**config.mk**
```make
export PLATFORM = sky130hd
export DESIGN_NAME = wake_arb
export DESIGN_NICKNAME = d
export VERILOG_FILES = /design/src/rtl/wk_pkg.sv /design/src/rtl/wk_phase_seq.sv /design/src/rtl/wk_agent.sv /design/src/rtl/wk_decoder.sv /design/src/rtl/wake_arb.sv
export SDC_FILE = /design/constraint.sdc
export NUM_CORES = 1
export LEC_CHECK = 0
export BUFFER_PORTS_ARGS = -buffer_cell sky130_fd_sc_hd__buf_2
export CELL_PAD_IN_SITES_DETAIL_PLACEMENT = 1
export CELL_PAD_IN_SITES_GLOBAL_PLACEMENT = 2
export CORE_MARGIN = 1
export CORE_UTILIZATION = 34
export DETAILED_ROUTE_END_ITERATION = 8
export PLACE_DENSITY_LB_ADDON = 0.3
export SLEW_MARGIN = 30
export SYNTH_ARGS = -nofsm -noshare
export SYNTH_HDL_FRONTEND = slang
export SYNTH_SLANG_ARGS = --single-unit
```
**constraint.sdc**
```tcl
create_clock -name clk -period 2.9 [get_ports clk]
set_input_delay 0.58 -clock clk [delete_from_list [all_inputs] [get_ports clk]]
set_output_delay 0.58 -clock clk [all_outputs]
set_load 0.005 [all_outputs]
```
**src/rtl/wk_pkg.sv**
```systemverilog
// Shared definitions for the two-phase wakeup arbiter: phase type and the
// group-to-line code with its inverse. Assumes three active-high lines.
package wk_pkg;

    localparam int GRP_W  = 2;
    localparam int LINE_W = 3;
    localparam int TASK_W = 2 * GRP_W;

    typedef enum logic [1:0] {
        PH_IDLE = 2'd0,
        PH_ONE  = 2'd1,
        PH_TWO  = 2'd2
    } wk_phase_e;

    // Map a 2-bit group onto at most one line.
    function automatic logic [LINE_W-1:0] wk_encode(input logic [GRP_W-1:0] grp);
        logic [LINE_W-1:0] code;
        case (grp)
            2'b01:   code = 3'b001;
            2'b10:   code = 3'b010;
            2'b11:   code = 3'b100;
            default: code = 3'b000;
        endcase
        return code;
    endfunction

    // Recover the highest group from the OR of several codes.
    function automatic logic [GRP_W-1:0] wk_decode(input logic [LINE_W-1:0] lines);
        logic [GRP_W-1:0] grp;
        grp[1] = lines[1] | lines[2];
        grp[0] = lines[2] | (lines[0] & ~lines[1]);
        return grp;
    endfunction

endpackage

```
**src/rtl/wk_phase_seq.sv**
```systemverilog
// Phase tracker: follows the sync pulse to tell phase 1 (cycle after the
// pulse) from phase 2 (all later cycles up to and including the next pulse).
// Assumes the pulse is one cycle wide.
module wk_phase_seq
    import wk_pkg::*;
(
    input  logic      clk,
    input  logic      rst_n,
    input  logic      sync_pulse,
    output wk_phase_e phase
);

    // Advance the phase on each edge.
    always_ff @(posedge clk) begin
        if (!rst_n) begin
            phase <= PH_IDLE;
        end else if (sync_pulse) begin
            phase <= PH_ONE;
        end else if (phase == PH_ONE) begin
            phase <= PH_TWO;
        end
    end

endmodule

```
**src/rtl/wk_agent.sv**
```systemverilog
// Controller-side agent: captures request and task number at the sync pulse,
// drives the upper-group code in phase 1, withdraws if outbid, and drives the
// lower-group code through all of phase 2. Assumes bus_lines is the OR of all
// agents' drives, which depend on registers only.
module wk_agent
    import wk_pkg::*;
(
    input  logic              clk,
    input  logic              rst_n,
    input  logic              sync_pulse,
    input  logic              req,
    input  logic [TASK_W-1:0] task_id,
    input  logic [LINE_W-1:0] bus_lines,
    output logic [LINE_W-1:0] drive
);

    wk_phase_e         phase;
    logic              req_q;
    logic              stay_q;
    logic [TASK_W-1:0] id_q;

    wk_phase_seq u_seq (
        .clk        (clk),
        .rst_n      (rst_n),
        .sync_pulse (sync_pulse),
        .phase      (phase)
    );

    // Capture request and task number only at the sync pulse.
    always_ff @(posedge clk) begin
        if (!rst_n) begin
            req_q <= 1'b0;
            id_q  <= '0;
        end else if (sync_pulse) begin
            req_q <= req;
            id_q  <= task_id;
        end
    end

    // Decide at the end of phase 1 whether to stay for phase 2.
    always_ff @(posedge clk) begin
        if (!rst_n || sync_pulse) begin
            stay_q <= 1'b0;
        end else if (phase == PH_ONE) begin
            stay_q <= req_q && (wk_decode(bus_lines) <= id_q[TASK_W-1:GRP_W]);
        end
    end

    // Select the code to place on the lines for the current phase.
    always_comb begin
        drive = '0;
        if (phase == PH_ONE && req_q) begin
            drive = wk_encode(id_q[TASK_W-1:GRP_W]);
        end else if (phase == PH_TWO && stay_q) begin
            drive = wk_encode(id_q[GRP_W-1:0]);
        end
    end

endmodule

```
**src/rtl/wk_decoder.sv**
```systemverilog
// Processor-side decoder: saves the upper group at the end of phase 1 and
// joins it with the lower group sampled at the pulse that closes phase 2.
// Assumes lines hold their phase-2 value up to that pulse.
module wk_decoder
    import wk_pkg::*;
(
    input  logic              clk,
    input  logic              rst_n,
    input  logic              sync_pulse,
    input  logic [LINE_W-1:0] bus_lines,
    output logic              win_valid,
    output logic [TASK_W-1:0] win_task,
    output wk_phase_e         phase
);

    logic [GRP_W-1:0] hi_q;
    logic             seen_q;
    logic             close_now;

    wk_phase_seq u_seq (
        .clk        (clk),
        .rst_n      (rst_n),
        .sync_pulse (sync_pulse),
        .phase      (phase)
    );

    // A sequence completes at a pulse that arrives during phase 2.
    assign close_now = sync_pulse && (phase == PH_TWO);

    // Save the upper group and whether any line was active in phase 1.
    always_ff @(posedge clk) begin
        if (!rst_n) begin
            hi_q   <= '0;
            seen_q <= 1'b0;
        end else if (phase == PH_ONE && !sync_pulse) begin
            hi_q   <= wk_decode(bus_lines);
            seen_q <= |bus_lines;
        end
    end

    // Report the winner for one cycle after the closing pulse.
    always_ff @(posedge clk) begin
        if (!rst_n) begin
            win_valid <= 1'b0;
            win_task  <= '0;
        end else begin
            win_valid <= close_now && (seen_q || (|bus_lines));
            if (close_now && (seen_q || (|bus_lines))) begin
                win_task <= {hi_q, wk_decode(bus_lines)};
            end
        end
    end

endmodule

```
**src/rtl/wake_arb.sv**
```systemverilog
// Top: a row of controller agents sharing three wired-OR lines, plus the
// processor-side decoder. Assumes task numbers stay put between pulses only
// as far as the agents capture them at each pulse.
module wake_arb
    import wk_pkg::*;
#(
    parameter int NUM_AGENTS = 4
) (
    input  logic                         clk,
    input  logic                         rst_n,
    input  logic                         sync_pulse,
    input  logic [NUM_AGENTS-1:0]        req,
    input  logic [TASK_W*NUM_AGENTS-1:0] task_ids,
    output logic [LINE_W-1:0]            wake_lines,
    output logic                         win_valid,
    output logic [TASK_W-1:0]            win_task
);

    logic [LINE_W-1:0] drives [NUM_AGENTS];
    wk_phase_e         dec_phase;

    for (genvar k = 0; k < NUM_AGENTS; k++) begin : g_agent
        wk_agent u_agent (
            .clk        (clk),
            .rst_n      (rst_n),
            .sync_pulse (sync_pulse),
            .req        (req[k]),
            .task_id    (task_ids[k*TASK_W +: TASK_W]),
            .bus_lines  (wake_lines),
            .drive      (drives[k])
        );
    end

    // Model the wired-OR of all agent drives.
    always_comb begin
        wake_lines = '0;
        for (int k = 0; k < NUM_AGENTS; k++) begin
            wake_lines = wake_lines | drives[k];
        end
    end

    wk_decoder u_dec (
        .clk        (clk),
        .rst_n      (rst_n),
        .sync_pulse (sync_pulse),
        .bus_lines  (wake_lines),
        .win_valid  (win_valid),
        .win_task   (win_task),
        .phase      (dec_phase)
    );

endmodule

```
# Yosys cells after proc, flatten, opt, wreduce, memory -nomap -nowiden
# Index checks and enable logic that the tools add are counted.
# word_totals
regBits	42
in_bits	23
out_inout_bits	8
elab_cells	124
# op_classes
order_cmp	4
n_eq_ne	34
muxes	26
bitwise	8
reduce_logical	26
# ops
op	n
$pmux W3 S3	8
$eq A2 B2 Y1 const B	21
$eq A2 B1 Y1 const B	13
$mux W3	8
$logic_and A1 B1 Y1	15
$mux W1	10
$reduce_bool A2 Y1	5
$or A3 B3 Y3	3
$le A2 B2 Y1	4
$reduce_or A3 Y1	1
$logic_not A1 Y1	2
$logic_or A1 B1 Y1	2
$not A1 Y1	2
$or A1 B1 Y1	2
$reduce_or A2 Y1	1
$and A1 B1 Y1	1

# Depth between registers and ports, before layout
# depth
word_depth	12
mapped_depth	12
ltp_nobuf	12

# Modules after synthesis
# Synthesis repeated with hierarchy kept, for this count alone.
# hier_totals
cells_unflattened	223
hier_area_um2	2128.3
# by_module_without_submodules
mod	instances	cells_per_inst	area_each_um2	seq_area_each_um2
wk_agent	4	39	359.1	120.1
wk_phase_seq	5	6	67.6	40.0
wk_decoder	1	34	331.6	160.2
wake_arb	1	3	22.5	0.0

# Worst setup path after synthesis
# No wires, ideal clock.
# synth_timing
path_type	reg-to-reg
from	register g_agent[0].u_agent.u_seq.phase[1]
to	register g_agent[0].u_agent.stay_q
setup_time_ns	0.070
t_arrival_ns	2.475
required_time_ns	2.830
slack_ns	0.355
stages_incl_launch_ff	11
path_buffers	1
period_less_slack_ns	2.545
cell_sequence	dfxtp_1 > and3b_4 > a32o_1 > or4_4 > or3_1 > buf_6 > ha_1 > nor2b_1 > o21ai_0 > nand2_1 > a21oi_1
# synth_via
elab_chain_cells	12
elab_cells_between_ends	15
classes_between	order compare (1); eq/ne (2); mux (2); bitwise (7); reduce/logical (3)
# synth_lines
item	line_no	rtl
from (decl)	wk_phase_seq.sv:10	output wk_phase_e phase
from (signal assigned)	wk_phase_seq.sv:16	phase <= PH_IDLE;
from (signal assigned)	wk_phase_seq.sv:18	phase <= PH_ONE;
from (signal assigned)	wk_phase_seq.sv:20	phase <= PH_TWO;
$eq A2 B2 Y1	wk_agent.sv:54	end else if (phase == PH_TWO && stay_q) begin
$logic_and A1 B1 Y1	wk_agent.sv:54	
$mux W3	wk_agent.sv:54	
$mux W3 *	wk_agent.sv:52	if (phase == PH_ONE && req_q) begin
$or A3 B3 Y3 * (3 in series)	wake_arb.sv:38	wake_lines = wake_lines | drives[k];
net wake_lines[1]	wake_arb.sv:14	output logic [LINE_W-1:0] wake_lines,
$not A1 Y1	wk_pkg.sv:31	grp[0] = lines[2] | (lines[0] & ~lines[1]);
$and A1 B1 Y1	wk_pkg.sv:31	
$or A1 B1 Y1	wk_pkg.sv:31	
$le A2 B2 Y1 *	wk_agent.sv:45	stay_q <= req_q && (wk_decode(bus_lines) <= id_q[TASK_W-1:GRP_W]);
$logic_and A1 B1 Y1 *	wk_agent.sv:45	
to (signal assigned)	wk_agent.sv:45	
to (decl)	wk_agent.sv:19	logic stay_q;
# The timed path passes the listed nets; every way through them passes the cells marked *.
# A chain may end at the register's enable or synchronous reset.

# Worst setup path in the final report
# layout_timing
from	register g_agent[0].u_agent.u_seq.phase[1]
to	register g_agent[0].u_agent.stay_q
# layout_via
elab_chain_cells	12
elab_cells_between_ends	15
classes_between	order compare (1); eq/ne (2); mux (2); bitwise (7); reduce/logical (3)
# layout_lines
item	line_no
$eq A2 B2 Y1	wk_agent.sv:54
$logic_and A1 B1 Y1	wk_agent.sv:54
$mux W3	wk_agent.sv:54
$mux W3	wk_agent.sv:52
$or A3 B3 Y3 (3 in series)	wake_arb.sv:38
$not A1 Y1	wk_pkg.sv:31
$and A1 B1 Y1	wk_pkg.sv:31
$or A1 B1 Y1	wk_pkg.sv:31
$le A2 B2 Y1	wk_agent.sv:45
$logic_and A1 B1 Y1	wk_agent.sv:45
# Parallel ways exist; a longest one is shown, timed or not.

==> flow_metrics.py <==
metrics = {
    "synthesis": {
        "yosysTopAreaCell": "dfxtp_1",
        "synth_area_leaders": "dfxtp_1 43%, mux2i_1 12%, nor2_1 8.4%",
        "synth_top_family_by_area": "simple AND/OR/NAND/NOR gates",
        "synthCells": 221,
        "synthAdderAreaFrac_pct": 5.083,
        "ys.warnings.count": 0,
        "synth_top_area_share_pct": 42.69,
        "synth_area_sq_um": 1969,
        "synth_mux_area_share_pct": 12.20,
        "syn_nets": 252,
        "synth_xor_area_share_pct": 0,
        "synth_simple_gate_area_share_pct": 22.81,
        "synth-compound-area-share_pct": 11.88,
        "ys_types": 39,
        "async_flop_share_pct": 0,
        "ys_ff_latch": 42,
        "synth_edf_count": 0,
        "syn_avg_cell_area_sq_um": 8.911,
        "yosysSeqAreaShare_pct": 42.69,
        "ys.flop_type": "dfxtp_1",
    },
    "critical_path": {
        "r2r-start": "g_agent[0].u_agent.u_seq.phase[1]",
        "worstPathMaxFanout": 8,
        "r2r_slack_ns": 0.29,
        "reg2regPathDepth": 9,
        "required_ns": 3.12,
        "critPathLaunchType": "flop",
        "worst_r2r_endpoint": "g_agent[0].u_agent.stay_q",
        "cpMaxStageDelayCell": "or4_4",
        "crit_path_cell_trace": "and3b_4 > a32o_1 > or4_4 > or3_4 > ha_1 > nor2b_1 > o21ai_0 > nand2_1 > a21oi_1",
        "cp_slowest_stage_delay_ns": 0.49,
        "arrival_ns": 2.84,
        "path_class": "flop to flop",
        "critPathCaptureType": "flop",
    },
    "power_and_ir_drop": {
        "total_power_mw": 1.132,
        "ir_drop_uv": 172.1,
        "power_frac_clock_pct": 34.5,
        "intPower_uw": 848.3,
        "p_leak_nw": 0.9643,
        "switchingPower_uw": 283.4,
        "p_comb_share_pct": 9.9,
        "netSwitchingFraction_pct": 25.04,
        "powerDensity_nw_per_um2": 495.6,
        "seqPwrFrac_pct": 55.5,
    },
    "timing": {
        "setup_viol": 0,
        "slew_headroom_pct": 49.88,
        "hold_viol": 0,
        "fin_hold_ws_ns": 0.4600,
        "fin_skew_ns": 0.009207,
        "fmax_mhz": 382.7,
        "setup_ws_ns": 0.2869,
        "rsz0062_at_grt": "no",
        "post-route-period-util_pct": 90.11,
        "slew_violations": 0,
        "setup_tns_ns": 0,
        "tightest_slew_ns": 0.7517,
        "min_period_ns": 2.613,
    },
    "clocking": {
        "clk_pin_slew_ns": 0.08,
        "postCtsSetupBuffers": 0,
        "clock-sinks": 42,
        "htree_levels": 2,
        "worstSkewPairLatency_ns": 0.30,
        "cts_buffer_depth": 2,
        "clock_tree.root_cell": "clkbuf_8",
        "numCtsBuffers": 5,
        "tritoncts": "done",
    },
    "floorplanning": {
        "core-area_sq_um": 5540,
        "die_h_um": 78.11,
        "die-area_sq_um": 6100,
        "pin_count": 31,
        "die_w_um": 78.11,
        "start_util_pct": 35.55,
        "rows": 27,
    },
    "place": {
        "gp_congestion": 0.7984,
        "dpl.hpwl_mm": 3.360,
        "portBuffers": 30,
        "place_inst": 317,
        "post-place-ws_ns": 0.1856,
        "placed_area_sq_um": 2187,
    },
    "global_route": {
        "grt_pass1_wl_mm": 7.728,
        "antenna_found_initial": 0,
        "grt_pass1_vias": 1566,
        "grtUsageTotal_pct": 16.60,
        "grt_max_degree": 29,
        "grt-ovfl-total": 0,
    },
    "route": {
        "drt_pass1_iterations": 2,
        "drt_wl_total_mm": 4.552,
        "vias": 1618,
        "route.detailed.drc": 0,
        "ant_nets": 0,
        "wl_per_cell_um": 14.01,
        "vias_per_cell": 4.978,
        "first_iter_violations": 53,
    },
    "cells_and_area": {
        "seq_area_sq_um": 840.8,
        "instances_no_fill": 325,
        "multi_input_area_sq_um": 1028,
        "final_nets": 283,
        "n_antenna_cell": 0,
        "utilization_pct": 41.22,
        "fill_cells": 698,
        "final_area_sq_um": 2283,
        "area_growth_pct": 15.95,
        "drive_gt1_share_pct": 17.79,
    },
    "min_path": {
        "hold_class": "flop to flop",
        "min_to": "u_dec.win_task[3]",
        "whs_path_depth": 2,
        "worst_hold_startpoint": "u_dec.win_task[3]",
    },
    "run": {
        "max_cap_viol_count": 0,
    },
    "run_status": {
        "status": "finished clean",
    },
}
[cell type report]
| cell class | count | area share [%] |
|---|---|---|
| Clock buffer | 7 | 3.781 |
| Clock inverter | 1 | 0.2192 |
| Inverter | 18 | 2.959 |
| Multi-Input combinational cell | 153 | 45.04 |
| Sequential cell | 42 | 36.82 |
| Tap cell | 72 | 3.945 |
| Timing Repair Buffer | 32 | 7.233 |
[cell usage after synthesis (2+ instances only)]
master    count
ha_1          8
o22ai_1       2
nand4b_1      5
o32ai_1       3
inv_1        17
nor2_1       44
nand4_1       3
nor3b_1       2
and3b_1       2
buf_1         2
nor2b_1       3
o21ai_0       4
mux2i_1      24
nand2b_1      4
nand3b_1      5
dfxtp_1      42
nand2_1       9
o22a_1        2
a21oi_1      15
clkbuf_1      5
or3_1         2
[power groups by stage]
stage | Combinational [mW] | Sequential, mW | Clock [mW]
2_1_floorplan | 0.0825 | 0.633 | 0
3_3_place_gp | 0.112 | 0.642 | 0
3_5_place_dp | 0.114 | 0.643 | 0
4_1_cts | 0.115 | 0.629 | 0.410
5_1_grt | 0.129 | 0.634 | 0.428
6_report | 0.112 | 0.628 | 0.391
[what timing repair did]
item / in CTS / in global routing
gates resized for setup: 0 / 1
endpoints found under the setup margin: 0 / 2
hold buffers: 0 / 0
[layer usage]
layer / wire (um) / GRT usage [%] / up-vias / share of wire, %
li1: - / - / 835 / -
met1: 2274 / 21.60 / 754 / 50
met2: 2076 / 26.67 / 22 / 46
met3: 131 / 3.837 / 7 / 2.9
met4: 69 / 6.111 / 0 / 1.5
met5: 0 / 0 / - / 0
[critical path: cells and delay by family, from the launching register on]
family	cells	cell delay [ns]
adders and majority gates	1	0.32
DFF	1	0.38
AOI/OAI and AO/OA	3	0.51
and+or+nand+nor	5	1.33
[state kept, by name (all words and copies together) (netlist names)]
name                         flops
g_agent.u_agent.id_q            16
g_agent.u_agent.u_seq.phase      8
g_agent.u_agent.req_q            4
g_agent.u_agent.stay_q           4
u_dec.win_task                   4
u_dec.hi_q                       2
u_dec.u_seq.phase                2
u_dec.seen_q                     1
u_dec.win_valid                  1
[cells in the final DEF (no fill, tap or decap), drive strengths merged]
cell type,count
nor2,44
dfxtp,42
buf,32
mux2i,24
inv,17
a21oi,15
nand2,9
ha,8
clkbuf,7
nand4b,5
nand3b,5
nand2b,4
o21ai,4
nor2b,3
nand4,3
o32ai,3
and3b,3
o22ai,2
nor3b,2
o22a,2
or3,2
or4,2
clkinv,2
o21a,2
and2,2
o2111ai,1
and4b,1
a32oi,1
o221ai,1
a32o,1
or2,1
a311oi,1
a211oi,1
a21boi,1
[worst max path at each step]
stage / slack [ns] / cells past startpoint / end / start
floorplan: 0.36 / 10 / g_agent[0].u_agent.stay_q / g_agent[0].u_agent.u_seq.phase[1]
global placement: 0.22 / 9 / g_agent[0].u_agent.stay_q / g_agent[0].u_agent.u_seq.phase[1]
detailed placement: 0.19 / 10 / g_agent[1].u_agent.stay_q / g_agent[0].u_agent.u_seq.phase[1]
CTS: 0.16 / 10 / g_agent[1].u_agent.stay_q / g_agent[0].u_agent.u_seq.phase[1]
global route: 0.11 / 9 / g_agent[0].u_agent.stay_q / g_agent[0].u_agent.u_seq.phase[1]
finish: 0.29 / 9 / g_agent[0].u_agent.stay_q / g_agent[0].u_agent.u_seq.phase[1]
[kinds of logic (layout without fill, tap and decap cells)]
family                   after synthesis  in the layout
AND/OR/NAND/NOR                       86             86
flip-flops                            42             42
AO/OA/AOI/OAI                         35             35
buffers and inverters                 26             58
multiplexers                          24             24
adder cells (fa/ha/maj)                8              8
Note: power is estimated with default switching activity, not from simulation.
